**src/rtl/ircm_pkg.sv**
```systemverilog
package ircm_pkg;

   // Segment phase of the modulator
   typedef enum logic [1:0] {
      SEG_IDLE  = 2'd0,
      SEG_SPACE = 2'd1,
      SEG_MARK  = 2'd2,
      SEG_DONE  = 2'd3
   } seg_state_e;

endpackage

```
**src/rtl/ircm_prescaler.sv**
```systemverilog
module ircm_prescaler #(
   parameter int SCALE_W = 3
) (
   input  logic               clk,
   input  logic               rst_n,
   input  logic               clear,
   input  logic [SCALE_W-1:0] scale_sel,
   output logic               tick
);

   localparam int NCODES = 1 << SCALE_W;
   localparam int PRE_W  = NCODES;

   logic [PRE_W-1:0]  pre_q;
   logic [NCODES-1:0] tick_vec;

   if (SCALE_W < 1 || SCALE_W > 4) begin : g_bad_scale
      $error("ircm_prescaler: SCALE_W must lie in 1..4");
   end

   // One terminal-count detector per ratio code
   for (genvar i = 0; i < NCODES; i++) begin : g_tc
      assign tick_vec[i] = &pre_q[i:0];
   end

   assign tick = tick_vec[scale_sel];

   always_ff @(posedge clk or negedge rst_n) begin
      if (!rst_n) begin
         pre_q <= '0;
      end else if (clear) begin
         pre_q <= '0;
      end else begin
         pre_q <= pre_q + 1'b1;
      end
   end

endmodule

```
**src/rtl/ircm_carrier.sv**
```systemverilog
module ircm_carrier #(
   parameter int CARR_W = 8
) (
   input  logic              clk,
   input  logic              rst_n,
   input  logic              restart,
   input  logic              advance,
   input  logic [CARR_W-1:0] half_period,
   output logic              carrier
);

   logic [CARR_W-1:0] ccnt_q;
   logic [CARR_W-1:0] half_m1;
   logic              carr_q;

   if (CARR_W < 2) begin : g_bad_carr
      $error("ircm_carrier: CARR_W must be at least 2");
   end

   // A zero half period wraps to the all-ones terminal count (2^CARR_W ticks)
   assign half_m1 = half_period - 1'b1;
   assign carrier = carr_q;

   always_ff @(posedge clk or negedge rst_n) begin
      if (!rst_n) begin
         ccnt_q <= '0;
         carr_q <= 1'b1;
      end else if (restart) begin
         ccnt_q <= '0;
         carr_q <= 1'b1;
      end else if (advance) begin
         if (ccnt_q == half_m1) begin
            ccnt_q <= '0;
            carr_q <= ~carr_q;
         end else begin
            ccnt_q <= ccnt_q + 1'b1;
         end
      end
   end

endmodule

```
**src/rtl/ircm_segment_fsm.sv**
```systemverilog
module ircm_segment_fsm
   import ircm_pkg::*;
#(
   parameter int WIDTH_W = 8
) (
   input  logic               clk,
   input  logic               rst_n,
   input  logic               en,
   input  logic               tick,
   input  logic               one_shot,
   input  logic [WIDTH_W-1:0] space_w,
   input  logic [WIDTH_W-1:0] mark_w,
   output seg_state_e         state,
   output logic [WIDTH_W-1:0] tmr,
   output logic               done,
   output logic               en_change,
   output logic               mark_start
);

   seg_state_e         state_q;
   logic [WIDTH_W-1:0] tmr_q;
   logic [WIDTH_W-1:0] cur_w_q;
   logic [WIDTH_W-1:0] w_m1;
   logic               en_q;
   logic               single_q;
   logic               done_q;
   logic               rise;
   logic               fall;
   logic               end_hit;

   if (WIDTH_W < 2) begin : g_bad_width
      $error("ircm_segment_fsm: WIDTH_W must be at least 2");
   end

   assign rise      = en & ~en_q;
   assign fall      = ~en & en_q;
   assign en_change = rise | fall;

   // Width 0 wraps to the all-ones terminal count (2^WIDTH_W ticks)
   assign w_m1    = cur_w_q - 1'b1;
   assign end_hit = tick && (tmr_q == w_m1);

   assign mark_start = (rise && one_shot) ||
                       (en && !rise && state_q == SEG_SPACE && end_hit);

   assign state = state_q;
   assign tmr   = tmr_q;
   assign done  = done_q;

   always_ff @(posedge clk or negedge rst_n) begin
      if (!rst_n) begin
         en_q     <= 1'b0;
         state_q  <= SEG_IDLE;
         tmr_q    <= '0;
         cur_w_q  <= '0;
         single_q <= 1'b0;
         done_q   <= 1'b0;
      end else begin
         en_q <= en;
         if (rise) begin
            tmr_q    <= '0;
            done_q   <= 1'b0;
            single_q <= one_shot;
            if (one_shot) begin
               state_q <= SEG_MARK;
               cur_w_q <= mark_w;
            end else begin
               state_q <= SEG_SPACE;
               cur_w_q <= space_w;
            end
         end else if (!en) begin
            state_q <= SEG_IDLE;
            if (fall) begin
               tmr_q <= '0;
            end else if (tick) begin
               tmr_q <= tmr_q + 1'b1;
            end
         end else begin
            unique case (state_q)
               SEG_SPACE: begin
                  if (end_hit) begin
                     state_q <= SEG_MARK;
                     cur_w_q <= mark_w;
                     tmr_q   <= '0;
                  end else if (tick) begin
                     tmr_q <= tmr_q + 1'b1;
                  end
               end
               SEG_MARK: begin
                  if (end_hit) begin
                     tmr_q <= '0;
                     if (single_q) begin
                        state_q <= SEG_DONE;
                        done_q  <= 1'b1;
                     end else begin
                        state_q <= SEG_SPACE;
                        cur_w_q <= space_w;
                     end
                  end else if (tick) begin
                     tmr_q <= tmr_q + 1'b1;
                  end
               end
               default: begin
                  tmr_q <= tmr_q;
               end
            endcase
         end
      end
   end

endmodule

```
**src/rtl/ir_pulse_modulator.sv**
```systemverilog
module ir_pulse_modulator
   import ircm_pkg::*;
#(
   parameter int SCALE_W = 3,
   parameter int WIDTH_W = 8,
   parameter int CARR_W  = 8
) (
   input  logic               clk,
   input  logic               rst_n,
   input  logic               mod_en,
   input  logic               ir_mode,
   input  logic               one_shot,
   input  logic               pin_sel,
   input  logic [SCALE_W-1:0] scale_sel,
   input  logic [WIDTH_W-1:0] space_width,
   input  logic [WIDTH_W-1:0] mark_width,
   input  logic [CARR_W-1:0]  carrier_half,
   input  logic               gpio_out,
   input  logic               gpio_oe,
   output logic               ir_out,
   output logic               pin_out,
   output logic               pin_oe,
   output logic [WIDTH_W-1:0] count_val,
   output logic               shot_done
);

   seg_state_e seg_state;
   logic       tick;
   logic       en_change;
   logic       mark_start;
   logic       carrier;
   logic       carr_adv;
   logic       seg_level;

   ircm_prescaler #(
      .SCALE_W (SCALE_W)
   ) u_pre (
      .clk       (clk),
      .rst_n     (rst_n),
      .clear     (en_change),
      .scale_sel (scale_sel),
      .tick      (tick)
   );

   ircm_segment_fsm #(
      .WIDTH_W (WIDTH_W)
   ) u_seg (
      .clk        (clk),
      .rst_n      (rst_n),
      .en         (mod_en),
      .tick       (tick),
      .one_shot   (one_shot),
      .space_w    (space_width),
      .mark_w     (mark_width),
      .state      (seg_state),
      .tmr        (count_val),
      .done       (shot_done),
      .en_change  (en_change),
      .mark_start (mark_start)
   );

   assign carr_adv = tick && (seg_state == SEG_MARK);

   ircm_carrier #(
      .CARR_W (CARR_W)
   ) u_carr (
      .clk         (clk),
      .rst_n       (rst_n),
      .restart     (mark_start),
      .advance     (carr_adv),
      .half_period (carrier_half),
      .carrier     (carrier)
   );

   // Only the mark segment departs from the idle high level
   always_comb begin
      if (seg_state == SEG_MARK) begin
         seg_level = ir_mode & carrier;
      end else begin
         seg_level = 1'b1;
      end
   end

   assign ir_out  = mod_en ? seg_level : 1'b1;
   assign pin_out = pin_sel ? ir_out : gpio_out;
   assign pin_oe  = pin_sel | gpio_oe;

endmodule

```
**config.mk**
```make
export PLATFORM = sky130hd
export DESIGN_NAME = ir_pulse_modulator
export DESIGN_NICKNAME = d
export VERILOG_FILES = /design/src/rtl/ircm_pkg.sv /design/src/rtl/ircm_prescaler.sv /design/src/rtl/ircm_carrier.sv /design/src/rtl/ircm_segment_fsm.sv /design/src/rtl/ir_pulse_modulator.sv
export SDC_FILE = /design/constraint.sdc
export NUM_CORES = 1
export LEC_CHECK = 0
export BUFFER_PORTS_ARGS = -buffer_cell sky130_fd_sc_hd__clkbuf_2
export CAP_MARGIN = 5
export CORE_MARGIN = 8
export CORE_UTILIZATION = 51
export DETAILED_ROUTE_END_ITERATION = 10
export PLACE_DENSITY = 0.84
export SLEW_MARGIN = 20
export SYNTH_ARGS = -nofsm -noshare
export SYNTH_HDL_FRONTEND = slang
export SYNTH_SLANG_ARGS = --single-unit
```
**constraint.sdc**
```tcl
create_clock -name clk -period 2.61 [get_ports clk]
set_clock_uncertainty 0.05 [all_clocks]
set_input_delay 0.261 -clock clk [delete_from_list [all_inputs] [get_ports clk]]
set_output_delay 0.261 -clock clk [all_outputs]
set_load 0.03 [all_outputs]
```
; Word-level counts from Yosys, hierarchy flattened
; Index checks and enable logic that the tools add are counted.
; Widths: inputs -> output; s select.
[word_totals]
regBits = 38
latchBits = 0
ram_bits = 0
rom_bits = 0
input_bits = 35
wordCells = 98
memories = 0
[classes]
n_addsub = 5
multipliers = 0
div = 0
order_cmp = 1
eq_ne = 11
shift = 0
mux = 37
bitwise = 8
n_reduce_logical = 27
[ops]
columns = op, count
row1 = $mux 8, 16
row2 = $add 8x1->8 const B, 3
row3 = $eq 8x8->1, 2
row4 = $pmux 8 s2, 1
row5 = $sub 8x1->8 const B, 2
row6 = $mux 1, 12
row7 = $mux 2, 6
row8 = $reduce_bool 2->1, 6
row9 = $reduce_and 5->1, 2
row10 = $ne 4x2->1 const B, 2
row11 = $reduce_and 4->1, 2
row12 = $reduce_and 8->1, 1
row13 = $reduce_and 7->1, 1
row14 = $logic_and 1x1->1, 6
row15 = $ne 3x1->1 const B, 2
row16 = $reduce_and 3->1, 2
row17 = $reduce_and 6->1, 1
row18 = $lt 3x4->1 const B, 1
row19 = $ne 4x1->1 const B, 1
row20 = $pmux 2 s2, 1
row21 = $reduce_and 2->1, 2
row22 = $and 1x1->1, 3
row23 = $bmux 1 s3, 1
row24 = $ne 3x2->1 const B, 1
row25 = 9 further kinds, 12

; Depth between registers and ports, before layout
[depth]
word_depth = 9
depth_mapped = 11
ltp_nobuf = 10

; Modules after synthesis
; From an unflattened synthesis, not the netlist that was laid out.
[hier_totals]
hier_cells = 315
hier_area_um2 = 3001.6
[modules_own_cells]
columns = module, instances, cells_each, area_each_um2, seq_area_each_um2
row1 = ircm_segment_fsm, 1, 176, 1650.3, 525.5
row2 = ircm_carrier, 1, 87, 834.6, 226.5
row3 = ircm_prescaler, 1, 45, 460.4, 200.2
row4 = ir_pulse_modulator, 1, 7, 56.3, 0.0

; Least setup slack after synthesis
; Ideal clock, no wire load.
[synth_timing]
kind = flip-flop to flip-flop
from = register u_pre.pre_q[0]
to = register u_seg.cur_w_q[2]
arrival_ns = 2.351
required_ns = 2.435
slack_ns = 0.084
stages_incl_launch_ff = 12
path_buffers = 1
cell_sequence = dfrtp_1 -> ha_1 -> and3_1 -> ha_1 -> nor2_1 -> nor2_1 -> o2111a_1 -> or2_2 -> buf_4 -> nand3_1 -> o21ai_2 -> mux2_2
[synth_between]
elab_chain_len = 6
elab_cells_between_ends = 13
cone_classes = eq/ne (2) / mux (2) / reduce/logical (9)
[synth_rtl]
columns = item, line
row1 = from (decl), ircm_prescaler.sv:14  ; logic [PRE_W-1:0] pre_q;
row2 = from (signal assigned), ircm_prescaler.sv:34  ; pre_q <= pre_q + 1'b1;
row3 = $reduce_and 8->1 (tied with other cells), ircm_prescaler.sv:23  ; assign tick_vec[i] = &pre_q[i:0];
row4 = $bmux 1 s3 (*), ircm_prescaler.sv:26  ; assign tick = tick_vec[scale_sel];
row5 = $mux 1 (not written as such) (*), ircm_prescaler.sv:26
row6 = $logic_and 1x1->1 (*), ircm_segment_fsm.sv:41  ; assign end_hit = tick && (tmr_q == w_m1);
row7 = $ne 3x1->1 (no source line), -
row8 = $reduce_and 5->1 (no source line) (*), -
row9 = to (signal assigned), ircm_segment_fsm.sv:66  ; cur_w_q <= mark_w;
row10 = to (signal assigned), ircm_segment_fsm.sv:69  ; cur_w_q <= space_w;
row11 = to (signal assigned), ircm_segment_fsm.sv:83  ; cur_w_q <= mark_w;
row12 = to (decl), ircm_segment_fsm.sv:22  ; logic [WIDTH_W-1:0] cur_w_q;
; Mark *: on every way between the ends. The rest lies on a longest branch, timed or not. The select of a mux whose other input is x is not followed.
; A chain may end at the register's enable or synchronous reset.

; Worst setup path after layout
[layout_timing]
from = register u_pre.pre_q[0]
to = register u_seg.tmr_q[5] (netlist: u_seg.tmr[5])
[layout_between]
elab_chain_len = 8
elab_cells_between_ends = 16
cone_classes = mux (8) / reduce/logical (8)
[layout_rtl]
columns = item, line
row1 = $reduce_and 8->1 (tied with other cells), ircm_prescaler.sv:23
row2 = $bmux 1 s3 (*), ircm_prescaler.sv:26
row3 = $mux 1 (not written as such) (*), ircm_prescaler.sv:26
row4 = $mux 8 / $logic_and 1x1->1 (equally long branches), -
row5 = $mux 8, ircm_segment_fsm.sv:81  ; if (end_hit) begin
row6 = $mux 8, -
row7 = $mux 8 (*), ircm_segment_fsm.sv:71  ; end else if (!en) begin
row8 = $mux 8 (*), ircm_segment_fsm.sv:60  ; if (rise) begin
row9 = to (signal assigned), ircm_segment_fsm.sv:76  ; tmr_q <= tmr_q + 1'b1;
row10 = to (signal assigned), ircm_segment_fsm.sv:86  ; tmr_q <= tmr_q + 1'b1;
row11 = to (signal assigned), ircm_segment_fsm.sv:100  ; tmr_q <= tmr_q + 1'b1;
row12 = to (decl), ircm_segment_fsm.sv:21  ; logic [WIDTH_W-1:0] tmr_q;
; Marks and branches as above.

==> impl_summary.log <==
[metrics] Longest Clk Path Bufs: 2
[metrics] largest area contributor in the synthesized netlist: sky130_fd_sc_hd__dfrtp_1
[metrics] Clk Latency, worst-skew pair: 290 ps
[metrics] signed area change from the synthesized netlist to the final layout: 18.1%
[metrics] met3 demand-to-capacity share in global routing: 0.0377
[metrics] clock tree root driver cell: sky130_fd_sc_hd__clkbuf_8
[metrics] number of cells in the finished layout apart from fillers: 411
[metrics] busiest layer in global routing: met2
[metrics] Total Die Area: 0.00763 mm²
[metrics] maximum frequency from static timing analysis: 409 MHz
[metrics] Slowest Stage Delay on Critical Path: 390 ps
[metrics] aggregate global routing overflow: 0
[metrics] Post-DP HPWL: 4.56 mm
[metrics] initial antenna violation count: 0
[metrics] met2 usage in global routing: 0.285
[metrics] ratio of cells with drive above 1 in the final layout: 0.267
[metrics] final standard cell area without fillers: 0.00307 mm²
[metrics] count of unique library cells instantiated by Yosys: 56
[metrics] number of cells after detailed placement: 402
[metrics] Max Cap Violations: 0
[metrics] average cell area after synthesis: 9.18 µm²
[metrics] leakage power summed over all cells: 1.39 nW
[metrics] largest delay contributor family on the critical path: simple AND/OR/NAND/NOR gates
[metrics] number of antenna repair diodes: 0
[metrics] vias per cell: 5.49
[metrics] pin count of the biggest net entering global routing: 39
[metrics] element type at the critical path end: register
[metrics] run status: completed
[metrics] row cnt: 26
[metrics] H-tree level count: 2
[metrics] WL per Instance: 14.5 µm
[metrics] placed instance area: 0.00295 mm²
[metrics] Filler Cells Inserted: 445
[metrics] yosys warns: 0
[metrics] Inserted Clock Buffers: 5
[metrics] Worst VDD drop: 0.308 mV
[metrics] buffering stage count on the worst path with inverters included: 0
[metrics] post-detailed-routing wire length: 5.94 mm
[metrics] Port-buffer cells: 46
[metrics] fraction of the cycle the final worst path needs: 0.936
[metrics] proportion of synthesized chip area in sequential cells: 0.367
[metrics] width of the chip: 87.4 µm
[metrics] DR vias: 2255
[metrics] Worst setup SP type: register
[metrics] number of nets at the end of the flow: 388
[metrics] clock transition at the registers of the reported paths: 70 ps
[metrics] residual antenna-violating net count after detailed routing: 0
[metrics] ordered cell list for the critical path: ha_1 > and3_1 > ha_1 > nor2_1 > nor2_1 > o2111a_1 > or2_2 > nand4_1 > nand2_2 > o311ai_1
[metrics] required time of the worst setup path: 2740 ps
[metrics] critical path arrival: 2580 ps
[metrics] Hold/Removal Path Class: in -> async
[metrics] effective utilization at floorplan: 0.518
[metrics] total I/O pin count: 47
[metrics] transition time of the tightest slew-check pin: 955 ps
[metrics] pins over their slew limit: 0
[metrics] combined global-route utilization of all metal layers: 0.163
[metrics] cell types with the highest counts after synthesis: sky130_fd_sc_hd__dfrtp_1 (37), sky130_fd_sc_hd__nor2_1 (29), sky130_fd_sc_hd__nand2_1 (20)
[metrics] number of cells produced by synthesis: 283
[metrics] core outline area: 0.00501 mm²
[metrics] number of setup violations in the final report: 0
[metrics] fraction of post-synthesis cell area in the top cell type by area: 0.356
[metrics] top cells by area, synth: sky130_fd_sc_hd__dfrtp_1 (36%), sky130_fd_sc_hd__xnor2_1 (6.4%), sky130_fd_sc_hd__ha_1 (5.8%), sky130_fd_sc_hd__mux2_2 (5.6%), sky130_fd_sc_hd__nor2_1 (4.2%)
[metrics] drt pass-1 iters: 4
[metrics] Die Ht: 87.4 µm
[metrics] flip-flop and latch count after synthesis: 38
[metrics] vias in the first global route: 2300
[metrics] global-route wire length before repair: 9.98 mm
[metrics] max-slew headroom at the worst pin: 0.364
[metrics] leading cell type by number of instances after synthesis: sky130_fd_sc_hd__dfrtp_1
[metrics] critical-path maximum fanout: 7
[metrics] final weighted congestion of routability-driven global placement: 0.809
[metrics] Tmin final: 2440 ps
[metrics] CTS tree: built
[metrics] Core Util, Final: 0.612
[metrics] Setup TNS: 0 ps
[metrics] class of the most critical setup path: reg -> reg
[metrics] Detailed Route Iter0 Violations: 98
[metrics] remaining design rule violation count: 0
[metrics] share of flip-flops with an asynchronous set or reset: 1.00
[metrics] final-report hold violation count: 0
[metrics] Post-Synthesis Net Count: 330
[metrics] Clock Sink Count: 38
[metrics] PD cells: 467 mW/mm²
[metrics] post-synth design cell area: 0.00260 mm²
[metrics] unrepaired setup endpoints after global routing: false
[metrics] cell with the biggest individual delay on the critical path: sky130_fd_sc_hd__dfrtp_1
[metrics] primary flip-flop cell chosen by synthesis mapping: sky130_fd_sc_hd__dfrtp_1
[metrics] number of enable-type register cells in the synthesized netlist: 0
[metrics] met1 global-route usage: 0.186
==> per-layer routing <==
| metal | vias to the layer above | wire length [µm] |
|---|---|---|
| met2 | 63 | 2900 |
| met1 | 1061 | 2580 |
| li1 | 1123 | - |
| met4 | 0 | 101 |
| met5 | - | 0 |
| met3 | 8 | 354 |
==> cells by family after synthesis <==
kind of cell / synth area share
flops: 0.367
fa+ha+maj: 0.0578
compound gates: 0.136
simple gates: 0.243
mux: 0.0756
buf+inv: 0.0332
xor+xnor: 0.0877
==> worst reg2reg max path: stages, from the launching register on <==
cell and delay [ps]:
sky130_fd_sc_hd__dfrtp_1 390, sky130_fd_sc_hd__ha_1 230, sky130_fd_sc_hd__and3_1 170, sky130_fd_sc_hd__ha_1 190, sky130_fd_sc_hd__nor2_1 90, sky130_fd_sc_hd__nor2_1 50
sky130_fd_sc_hd__o2111a_1 260, sky130_fd_sc_hd__or2_2 340, sky130_fd_sc_hd__nand4_1 130, sky130_fd_sc_hd__nand2_2 140, sky130_fd_sc_hd__o311ai_1 310
==> power breakdown <==
| group | internal, mW | switching [mW] | total (mW) |
|---|---|---|---|
| registers | 0.637 | 0.0553 | 0.693 |
| logic | 0.167 | 0.191 | 0.359 |
| clock network | 0.184 | 0.196 | 0.380 |
==> sequential cells by signal, indices dropped and copies added (netlist names) <==
name and count:
u_carr.carrier 1, u_carr.ccnt_q 8, u_pre.pre_q 8, u_seg.cur_w_q 8
u_seg.done 1, u_seg.en_q 1, u_seg.single_q 1, u_seg.state 2
u_seg.tmr 8
==> placed cells by master (no fill, tap or decap), types with 5 or more instances in the layout <==
master / count
sky130_fd_sc_hd__nor2_1: 29
sky130_fd_sc_hd__and2_1: 10
sky130_fd_sc_hd__inv_1: 17
sky130_fd_sc_hd__and3_1: 6
sky130_fd_sc_hd__nand2_1: 19
sky130_fd_sc_hd__mux2i_1: 5
sky130_fd_sc_hd__nand3_1: 10
sky130_fd_sc_hd__clkbuf_2: 46
sky130_fd_sc_hd__xor2_1: 7
sky130_fd_sc_hd__o21ai_0: 13
sky130_fd_sc_hd__clkbuf_8: 5
sky130_fd_sc_hd__nor2b_1: 6
sky130_fd_sc_hd__a21oi_1: 9
sky130_fd_sc_hd__mux2_2: 13
sky130_fd_sc_hd__dfrtp_1: 37
sky130_fd_sc_hd__xnor2_1: 19
sky130_fd_sc_hd__buf_4: 10
sky130_fd_sc_hd__ha_1: 12
==> area by class of cell <==
class                           count  area (µm²)  area share
Clock buffer                        7        76.3      0.0249
Tap cell                           70        87.6      0.0285
Multi-Input combinational cell    223        1580       0.516
Timing Repair Buffer               56         305      0.0995
Inverter                           17        63.8      0.0208
Sequential cell                    38         952       0.310
==> what timing repair did <==
action / 4_1_cts / 5_1_grt
hold buffers: 0 / 0
buffers inserted: 0 / 2
resized for setup: 0 / 5
endpoints found under the setup margin: 0 / 17
==> worst paths after layout <==
check,cells past startpoint,slack [ps],startpoint,end
setup / recovery,10,170,u_pre.pre_q[0]$_DFF_PN0_,u_seg.tmr[5]$_DFFE_PN0P_
hold / removal,1,50,rst_n,u_pre.pre_q[5]$_DFF_PN0_
setup reg to reg,10,170,u_pre.pre_q[0]$_DFF_PN0_,u_seg.tmr[5]$_DFFE_PN0P_
hold reg to reg,1,500,u_seg.cur_w_q[7]$_DFFE_PN0P_,u_seg.cur_w_q[7]$_DFFE_PN0P_
max in group asynchronous,1,1850,rst_n,u_pre.pre_q[0]$_DFF_PN0_
min in group clk,1,160,mod_en,u_seg.en_q$_DFF_PN0_
==> stage by stage <==
step | power (mW) | setup slack [ps] | hold WS (ps)
3_3_place_gp | 1.03 | 171 | 411
2_1_floorplan | 0.928 | 84.5 | -84.6
3_5_place_dp | 1.05 | 73.4 | 416
6_report | 1.43 | 167 | 51.7
4_1_cts | 1.43 | 52.4 | 98.2
5_1_grt | 1.52 | 22.6 | 136
Note: power is estimated with default switching activity, not from simulation.
